## config.mk

```make
export PLATFORM = sky130hd
export DESIGN_NAME = dma_irq_regs
export DESIGN_NICKNAME = d
export VERILOG_FILES = /design/src/rtl/dmairq_pkg.sv /design/src/rtl/dmairq_rst_sync.sv /design/src/rtl/dmairq_field_regs.sv /design/src/rtl/dmairq_req.sv /design/src/rtl/dmairq_ctrl_reg.sv /design/src/rtl/dma_irq_regs.sv
export SDC_FILE = /design/constraint.sdc
export NUM_CORES = 1
export LEC_CHECK = 0
export BUFFER_PORTS_ARGS = -buffer_cell sky130_fd_sc_hd__buf_4
export CORE_ASPECT_RATIO = 0.5
export CORE_MARGIN = 4
export CORE_UTILIZATION = 46
export CTS_CLUSTER_DIAMETER = 30
export DETAILED_ROUTE_END_ITERATION = 10
export PLACE_DENSITY = 0.76
export REMOVE_ABC_BUFFERS = 1
export SETUP_SLACK_MARGIN = 0.2
export SYNTH_ARGS = -nofsm -noshare
export SYNTH_HDL_FRONTEND = slang
export SYNTH_SLANG_ARGS = --single-unit
```

## constraint.sdc

```tcl
create_clock -name clk -period 1.8 [get_ports clk]
set_clock_uncertainty 0.05 [all_clocks]
set_input_delay 0.45 -clock clk [delete_from_list [all_inputs] [get_ports clk]]
set_output_delay 0.45 -clock clk [all_outputs]
set_load 0.05 [all_outputs]
```

## src/rtl/dmairq_pkg.sv

```systemverilog
package dmairq_pkg;
  localparam int DATA_W     = 32;
  localparam int NUM_CH     = 7;
  localparam int ACK_CH     = 6;
  localparam int SPARE_W    = 6;
  localparam int FORCE_BIT  = 15;
  localparam int EN_LSB     = 16;
  localparam int MASTER_BIT = 23;
  localparam int PEND_LSB   = 24;
  localparam int STAT_BIT   = 31;
  localparam logic [DATA_W-1:0] CTRL_RST = 32'h0765_4321;

  typedef struct packed {
    logic [SPARE_W-1:0] spare;
    logic               force_irq;
    logic [NUM_CH-1:0]  ch_en;
    logic               master;
  } irq_cfg_t;

  function automatic logic [DATA_W-1:0] pack_word(input irq_cfg_t cfg,
                                                  input logic [NUM_CH-1:0] pend,
                                                  input logic req);
    logic [DATA_W-1:0] w;
    w = '0;
    w[SPARE_W-1:0]               = cfg.spare;
    w[FORCE_BIT]                 = cfg.force_irq;
    w[EN_LSB +: NUM_CH]          = cfg.ch_en;
    w[MASTER_BIT]                = cfg.master;
    w[PEND_LSB +: NUM_CH]        = pend;
    w[STAT_BIT]                  = req;
    return w;
  endfunction
endpackage

```

## src/rtl/dmairq_rst_sync.sv

```systemverilog
module dmairq_rst_sync #(
  parameter int STAGES = 2
) (
  input  logic clk,
  input  logic rst_n,
  output logic rst_sync_n
);
  logic [STAGES-1:0] chain_q;

  always_ff @(posedge clk or negedge rst_n) begin
    if (!rst_n) chain_q <= '0;
    else        chain_q <= {chain_q[STAGES-2:0], 1'b1};
  end

  assign rst_sync_n = chain_q[STAGES-1];
endmodule

```

## src/rtl/dmairq_field_regs.sv

```systemverilog
module dmairq_field_regs
  import dmairq_pkg::*;
#(
  parameter int N_CH   = NUM_CH,
  parameter int N_ACK  = ACK_CH
) (
  input  logic             clk,
  input  logic             rst_sync_n,
  input  logic             wr_fire,
  input  irq_cfg_t         cfg_wr,
  input  logic [N_ACK-1:0] ack_wr,
  input  logic [N_CH-1:0]  done_pulse,
  output irq_cfg_t         cfg_q,
  output logic [N_CH-1:0]  pend_q
);
  irq_cfg_t        cfg_d;
  logic            cfg_load;
  logic [N_CH-1:0] pend_d;
  logic [N_CH-1:0] clr;

  // configuration fields: next state
  always_comb begin
    cfg_load = wr_fire;
    cfg_d    = cfg_q;
    if (cfg_load) cfg_d = cfg_wr;
  end

  // pending flags: per-channel set/clear, set dominant
  for (genvar i = 0; i < N_CH; i++) begin : g_flag
    if (i < N_ACK) begin : g_ackable
      assign clr[i] = wr_fire & ack_wr[i];
    end else begin : g_sticky
      assign clr[i] = 1'b0;
    end
    assign pend_d[i] = done_pulse[i] | (pend_q[i] & ~clr[i]);
  end

  always_ff @(posedge clk or negedge rst_sync_n) begin
    if (!rst_sync_n) begin
      cfg_q  <= '0;
      pend_q <= '0;
    end else begin
      if (cfg_load) cfg_q <= cfg_d;
      pend_q <= pend_d;
    end
  end
endmodule

```

## src/rtl/dmairq_req.sv

```systemverilog
module dmairq_req
  import dmairq_pkg::*;
#(
  parameter int N_CH = NUM_CH
) (
  input  logic            clk,
  input  logic            rst_sync_n,
  input  logic            force_irq,
  input  logic            master,
  input  logic [N_CH-1:0] ch_en,
  input  logic [N_CH-1:0] pend,
  output logic            irq,
  output logic            irq_edge
);
  logic masked_any;
  logic irq_prev_q;
  logic irq_prev_d;

  always_comb begin
    masked_any = |(pend & ch_en);
    irq        = force_irq | (master & masked_any);
    irq_prev_d = irq;
    irq_edge   = irq & ~irq_prev_q;
  end

  always_ff @(posedge clk or negedge rst_sync_n) begin
    if (!rst_sync_n) irq_prev_q <= 1'b0;
    else             irq_prev_q <= irq_prev_d;
  end
endmodule

```

## src/rtl/dmairq_ctrl_reg.sv

```systemverilog
module dmairq_ctrl_reg
  import dmairq_pkg::*;
#(
  parameter int                W       = DATA_W,
  parameter logic [W-1:0]      RST_VAL = CTRL_RST
) (
  input  logic         clk,
  input  logic         rst_sync_n,
  input  logic         wr_fire,
  input  logic [W-1:0] wr_data,
  output logic [W-1:0] ctrl_q
);
  logic [W-1:0] ctrl_d;
  logic         ctrl_load;

  always_comb begin
    ctrl_load = wr_fire;
    ctrl_d    = ctrl_load ? wr_data : ctrl_q;
  end

  always_ff @(posedge clk or negedge rst_sync_n) begin
    if (!rst_sync_n)    ctrl_q <= RST_VAL;
    else if (ctrl_load) ctrl_q <= ctrl_d;
  end
endmodule

```

## src/rtl/dma_irq_regs.sv

```systemverilog
module dma_irq_regs
  import dmairq_pkg::*;
(
  input  logic              clk,
  input  logic              rst_n,
  input  logic              reg_sel,
  input  logic              wr_en,
  input  logic [DATA_W-1:0] wr_data,
  output logic [DATA_W-1:0] rd_data,
  input  logic [NUM_CH-1:0] done_pulse,
  output logic              irq,
  output logic              irq_edge
);
  logic              rst_sync_n;
  logic              wr_irq;
  logic              wr_ctrl;
  irq_cfg_t          cfg_wr;
  irq_cfg_t          cfg_q;
  logic [ACK_CH-1:0] ack_wr;
  logic [NUM_CH-1:0] pend_q;
  logic [DATA_W-1:0] ctrl_q;
  logic [DATA_W-1:0] irq_word;
  logic              force_q;
  logic              master_q;

  dmairq_rst_sync #(.STAGES(2)) u_rst (
    .clk(clk), .rst_n(rst_n), .rst_sync_n(rst_sync_n)
  );

  always_comb begin
    wr_irq           = wr_en & ~reg_sel;
    wr_ctrl          = wr_en &  reg_sel;
    cfg_wr.spare     = wr_data[SPARE_W-1:0];
    cfg_wr.force_irq = wr_data[FORCE_BIT];
    cfg_wr.ch_en     = wr_data[EN_LSB +: NUM_CH];
    cfg_wr.master    = wr_data[MASTER_BIT];
    ack_wr           = wr_data[PEND_LSB +: ACK_CH];
  end

  dmairq_field_regs #(.N_CH(NUM_CH), .N_ACK(ACK_CH)) u_fields (
    .clk(clk), .rst_sync_n(rst_sync_n), .wr_fire(wr_irq),
    .cfg_wr(cfg_wr), .ack_wr(ack_wr), .done_pulse(done_pulse),
    .cfg_q(cfg_q), .pend_q(pend_q)
  );

  assign force_q  = cfg_q.force_irq;
  assign master_q = cfg_q.master;

  dmairq_req #(.N_CH(NUM_CH)) u_req (
    .clk(clk), .rst_sync_n(rst_sync_n),
    .force_irq(force_q), .master(master_q), .ch_en(cfg_q.ch_en),
    .pend(pend_q), .irq(irq), .irq_edge(irq_edge)
  );

  dmairq_ctrl_reg #(.W(DATA_W), .RST_VAL(CTRL_RST)) u_ctrl (
    .clk(clk), .rst_sync_n(rst_sync_n), .wr_fire(wr_ctrl),
    .wr_data(wr_data), .ctrl_q(ctrl_q)
  );

  always_comb begin
    irq_word = pack_word(cfg_q, pend_q, irq);
    rd_data  = reg_sel ? ctrl_q : irq_word;
  end
endmodule

```

==> run metrics, run 1 <==
outcome=complete, but fails checks; failing checks=setup timing; Peak VDD IR=0.000610 V; count of pins over their slew limit=0; crit path kind=register to primary output; synthesis-to-layout area growth=39.1%; most common cell in the netlist=mux2_2; Layout Nets=311; FMAX=0.438 GHz; Die Area=6720 um^2; slowest CP cell=a222oi_1; final hold vios=0; Vias=1659; core area=5070 um^2; RSZ-0062 raised after global routing=yes; largest cells by area after synthesis=dfrtp_1 45%, mux2_2 29%, dfstp_2 13%; Max Cap Viol=0; Top delay family on crit path=compound AO/OA/AOI/OAI gates; die span in y=60.0 um; layout cells sized above 1=0.703; crit path DAT=1780 ps; Via-to-Cell Ratio=4.84; commonest cells in the synthesized netlist=65 x mux2_2, 45 x dfrtp_1, 12 x dfstp_2; Antenna diodes=0; Post-synth EDFFs=0; Rows=18; crit start category=register; Pwr per Cell Area=1070 nW/um^2; htree depth=3; Seq/Total Area, Yosys=0.579; post-route cell area=3460 um^2; yosys warns=0; DR iter-0 viols=40; Area after DPL=3240 um^2; CTS max path bufs=2; cells after synthesis=171; # IOs=77; grt ovf=0; final worst setup slack=-485 ps; Initial DRT Pass Iterations=4; worst min-delay path class=register to asynchronous set/reset pin; Initial Util=0.491; area leader, netlist=dfrtp_1; final setup vio count=24; initial antenna violation count=0; antenna viol nets, final=0; period utilization=1.27; gr usage total=0.165; final hold slack=156 ps; DRC=0; syn avg cell area=14.5 um^2; vias in the first global route=1836; final WL=5090 um; die width=112 um; clock sinks=57; Mapped Area=2490 um^2; pin count of the biggest net entering global routing=36; crit-path max FO=3; Distinct cells, synth=21; Final HPWL DP=3740 um; register bit total from synthesis=57; clock period minus worst slack=2280 ps; Req. time, crit path=1300 ps; CP Capture Type=primary output; Skew-Pair Late Insertion Delay=330 ps; ys async rst share=1.00; Most used DFF post-synth=dfrtp_1; drt wl/cell=14.9 um; Leakage=0.00156 uW; Root Buffer Master=clkbuf_8; CTS tree=yes; port buffer count=76; CP Cell Sequence=a222oi_1, nand3_1, a221o_1, buf_6; CTS buffer count=9; crit path buf inv count=1; Clock transition at path regs=70 ps; post-synth top area share=0.453; GPL Wtd Cong=0.697; wire length of the first global-routing pass=8380 um; Worst path max stage delay=390 ps
-- sequential cells by signal, summed over array words and instances (netlist names) --
name / cells
u_ctrl.ctrl_q: 32
u_fields.cfg_q: 15
u_fields.pend_q: 7
u_rst.chain_q: 2
u_req.irq_prev_q: 1
-- layout make-up --
type / instances / area, um^2
clock buffers: 11 / 151
clock inverters: 5 / 30.0
fillers: 391 / 1610
inverters: 1 / 3.75
multi-input cells: 104 / 993
flip-flops and latches: 57 / 1440
well taps: 70 / 87.6
repair buffers: 95 / 751
-- per-stage QoR --
stage	TNS [ps]	util	setup WS, ps	instances	power (uW)
final	-2860	0.683	-485	343	3710
after global routing	-4300	0.683	-577	343	3890
after CTS	-3150	0.681	-525	342	3760
after detailed placement	-2210	0.639	-175	325	2670
after global placement	-2090	0.639	-163	325	2640
after floorplan	-54.3	-	-54.3	162	2290
-- cells in the final DEF (no fill, tap or decap), types with 2 or more instances in the layout --
master	count
mux2_2	65
clkinv_2	3
clkbuf_8	11
nor2b_1	3
a22oi_1	2
mux2_1	2
nand2_1	7
buf_6	6
dfstp_2	12
a21o_1	8
dfrtp_1	44
and2_1	9
buf_4	87
clkinvlp_4	2
-- worst paths after layout --
| check | from | to | slack (ps) | cells after the start |
|---|---|---|---|---|
| min | u_rst.chain_q[1] | u_fields.pend_q[1] | 160 | 0 |
| max reg2reg | u_fields.pend_q[0] | u_req.irq_prev_q | 410 | 3 |
| min in group clk | done_pulse[5] | u_fields.pend_q[5] | 250 | 2 |
| max | u_fields.pend_q[0] | rd_data[31] | -480 | 4 |
| max in group asynchronous | u_rst.chain_q[1] | u_ctrl.ctrl_q[8] | 910 | 1 |
| min reg2reg | u_rst.chain_q[1] | u_fields.pend_q[1] | 160 | 0 |
-- where the power goes --
group          total (uW)  leakage [uW]  internal, uW  switching (uW)
sequential           1570      0.000635          1480            90.4
combinational        1090      0.000839           472             613
clock                1060     0.0000911           565             491
-- per-layer routing --
layer / global-route usage / part of all wire / up-vias
li1: - / - / 801
met1: 0.187 / 0.41 / 812
met2: 0.287 / 0.52 / 39
met3: 0.0607 / 0.055 / 7
met4: 0.0771 / 0.015 / 0
met5: 0 / 0 / -
-- cells by family (layout without fill, tap and decap cells) --
| logic type | count (synthesis) | in the layout | synth area share |
|---|---|---|---|
| compound gates | 14 | 14 | 0.0458 |
| buf+inv | 10 | 112 | 0.0211 |
| flops | 57 | 57 | 0.579 |
| mux | 67 | 67 | 0.303 |
| other cells | 1 | 1 | 0.00151 |
| simple gates | 22 | 22 | 0.0488 |
-- what timing repair did --
item                                    CTS  global route
pin swaps                                 4             2
gates resized for setup                   6             0
buffers inserted                          0             1
hold buffers                              1             0
hold endpoints to repair                  2             0
endpoints found under the setup margin   34            34
(Power assumes the default switching activity.)
==> inputs of run 2 (changes only) <==
--- a/config.mk
+++ b/config.mk
@@ -5,7 +5,7 @@
 export SDC_FILE = /design/constraint.sdc
 export NUM_CORES = 1
 export LEC_CHECK = 0
-export BUFFER_PORTS_ARGS = -buffer_cell sky130_fd_sc_hd__buf_4
+export BUFFER_PORTS_ARGS = -buffer_cell sky130_fd_sc_hd__buf_2
 export CORE_ASPECT_RATIO = 0.5
 export CORE_MARGIN = 4
 export CORE_UTILIZATION = 46
==> run 2 against run 1 <==
  * Largest cell class unchanged
  * Sequential power barely moved
  * Total power is 11% higher
  * Sequential cell count unchanged
  * Critical path type unchanged
  * Register-to-register slack got worse by 240 ps
  * The run still ends with setup timing left
==> run metrics, run 2 (synthesized netlist as in run 1, its figures left out) <==
pin count of the biggest net entering global routing=23 (-36%); die span in y=60.0 um (unchanged); port buffer count=76 (unchanged); Worst R2R Setup Slack=170 ps (-240 ps); final setup vio count=9 (-63%); crit path kind=register to primary output; Largest regs=u_ctrl.ctrl_q (32), u_fields.cfg_q (15), u_fields.pend_q (7); wire length of the first global-routing pass=10200 um (+21%); Via-to-Cell Ratio=5.03 (+4.1%); initial antenna violation count=0 (unchanged); Die Area=6720 um^2 (unchanged); CTS buffer count=9 (unchanged); CP Capture Type=primary output; Peak VDD IR=0.000674 V (+11%); r2r startpoint=u_fields.pend_q[0]; clock period minus worst slack=2470 ps (+183 ps); area of the multi-input gates=1100 um^2 (+11%); drt wl/cell=17.9 um (+20%); commonest non-fill, non-tap cell in the layout=mux2_2; RR Endpoint=u_req.irq_prev_q; die width=112 um (unchanged); Vias=1812 (+9.2%); antenna viol nets, final=0 (unchanged); RSZ-0062 raised after global routing=yes; Util after Layout=0.791 (+0.108); synthesis-to-layout area growth=61.2%; final worst setup slack=-668 ps (-183 ps); DR iter-0 viols=73 (+83%); # IOs=77 (unchanged); final WL=6430 um (+26%); Leakage=0.00188 uW (+20%); Antenna diodes=0 (unchanged); core area=5070 um^2 (unchanged); register area=1440 um^2 (unchanged); period utilization=1.37 (+0.102); DRC=0 (unchanged); Pwr per Cell Area=1030 nW/um^2 (-4.1%); max reg flops=32 (unchanged); grt ovf=0 (unchanged); CTS max path bufs=2 (unchanged); Initial DRT Pass Iterations=4 (unchanged); Biggest register=u_ctrl.ctrl_q; clock sinks=57 (unchanged); Rows=18 (unchanged); Slew @ Worst Pin=503 ps; count of pins over their slew limit=0 (unchanged); final hold vios=0 (unchanged); gr usage total=0.204 (+0.0394); vias in the first global route=2080 (+13%); GPL Wtd Cong=0.713 (+2.3%); Initial Util=0.491 (unchanged); crit start category=register; Clock transition at path regs=70 ps (about the same); Rel. slew slack=0.664; Skew-Pair Late Insertion Delay=340 ps (about the same); Filler cells=295 (-25%); Root Buffer Master=clkbuf_8; crit-path max FO=2 (-1); R2R cell count=4 (+1); FMAX=0.405 GHz (-7.4%); worst min-delay path class=register to asynchronous set/reset pin; Final Power=4120 uW (+11%); CTS tree=yes; commonest cells after routing, fill and taps aside=48 x mux2_2, 44 x dfrtp_1, 41 x buf_2; layout cells sized above 1=0.752 (+0.0484); Max Cap Viol=0 (unchanged); Req. time, crit path=1300 ps (about the same); failing checks=setup timing; crit path DAT=1970 ps (+190 ps); htree depth=3 (unchanged); Final HPWL DP=3750 um (+0.38%); outcome=complete, but fails checks; Layout Nets=328 (+5.5%); setup TNS=-2120 ps (+740 ps)
## run 2: layer usage
metal / global-route usage / part of all wire / vias to the layer above
li1: - / - / 832
met1: 0.226 / 0.41 / 923
met2: 0.373 / 0.53 / 47
met3: 0.0657 / 0.051 / 10
met4: 0.0908 / 0.014 / 0
met5: 0 / 0 / -
## run 2: final cells by class
cell class                      count  area share
Sequential cell                    57       0.360
Timing Repair Buffer              112       0.295
Multi-Input combinational cell    104       0.274
Clock buffer                       14      0.0456
Tap cell                           70      0.0218
Clock inverter                      2     0.00250
Inverter                            1    0.000936
## run 2: where the power goes
part | switching, uW | total (uW) | internal [uW]
clock network | 494 | 1140 | 646
registers | 110 | 1590 | 1480
logic | 686 | 1390 | 707
## run 2: worst max-delay path by stage
stage | start | to | slack (ps) | depth (start not counted)
after floorplan | u_fields.cfg_q[1] | rd_data[31] | -50 | 3
after global placement | u_fields.cfg_q[1] | rd_data[31] | -170 | 4
after detailed placement | u_fields.cfg_q[1] | rd_data[31] | -250 | 4
after CTS | u_fields.cfg_q[1] | rd_data[31] | -530 | 4
after global routing | u_fields.pend_q[0] | rd_data[31] | -720 | 4
final | u_fields.pend_q[0] | rd_data[31] | -670 | 4
## run 2: stage by stage
step	hold slack (ps)	cells	setup WS (ps)	cell area (um^2)
finish	187	360	-668	4010
global route	213	360	-720	4010
CTS	207	354	-528	3910
detailed placement	191	325	-249	3100
global placement	188	325	-172	3100
floorplan	104	162	-54.3	2440
## run 2: critical path: stages (launching register included)
cell and delay (ps):
dfrtp_1 400, a222oi_1 500, nand3_1 180, a221o_1 380, buf_6 160
## run 2: repair_timing
| action | 4_1_cts | 5_1_grt |
|---|---|---|
| setup buffers | 8 | 6 |
| pin swaps | 6 | 3 |
| gates resized for setup | 128 | 15 |
| hold buffers | 1 | 0 |
| cloned | 4 | 0 |
| hold endpoints to repair | 2 | 0 |
| endpoints found under the setup margin | 34 | 34 |
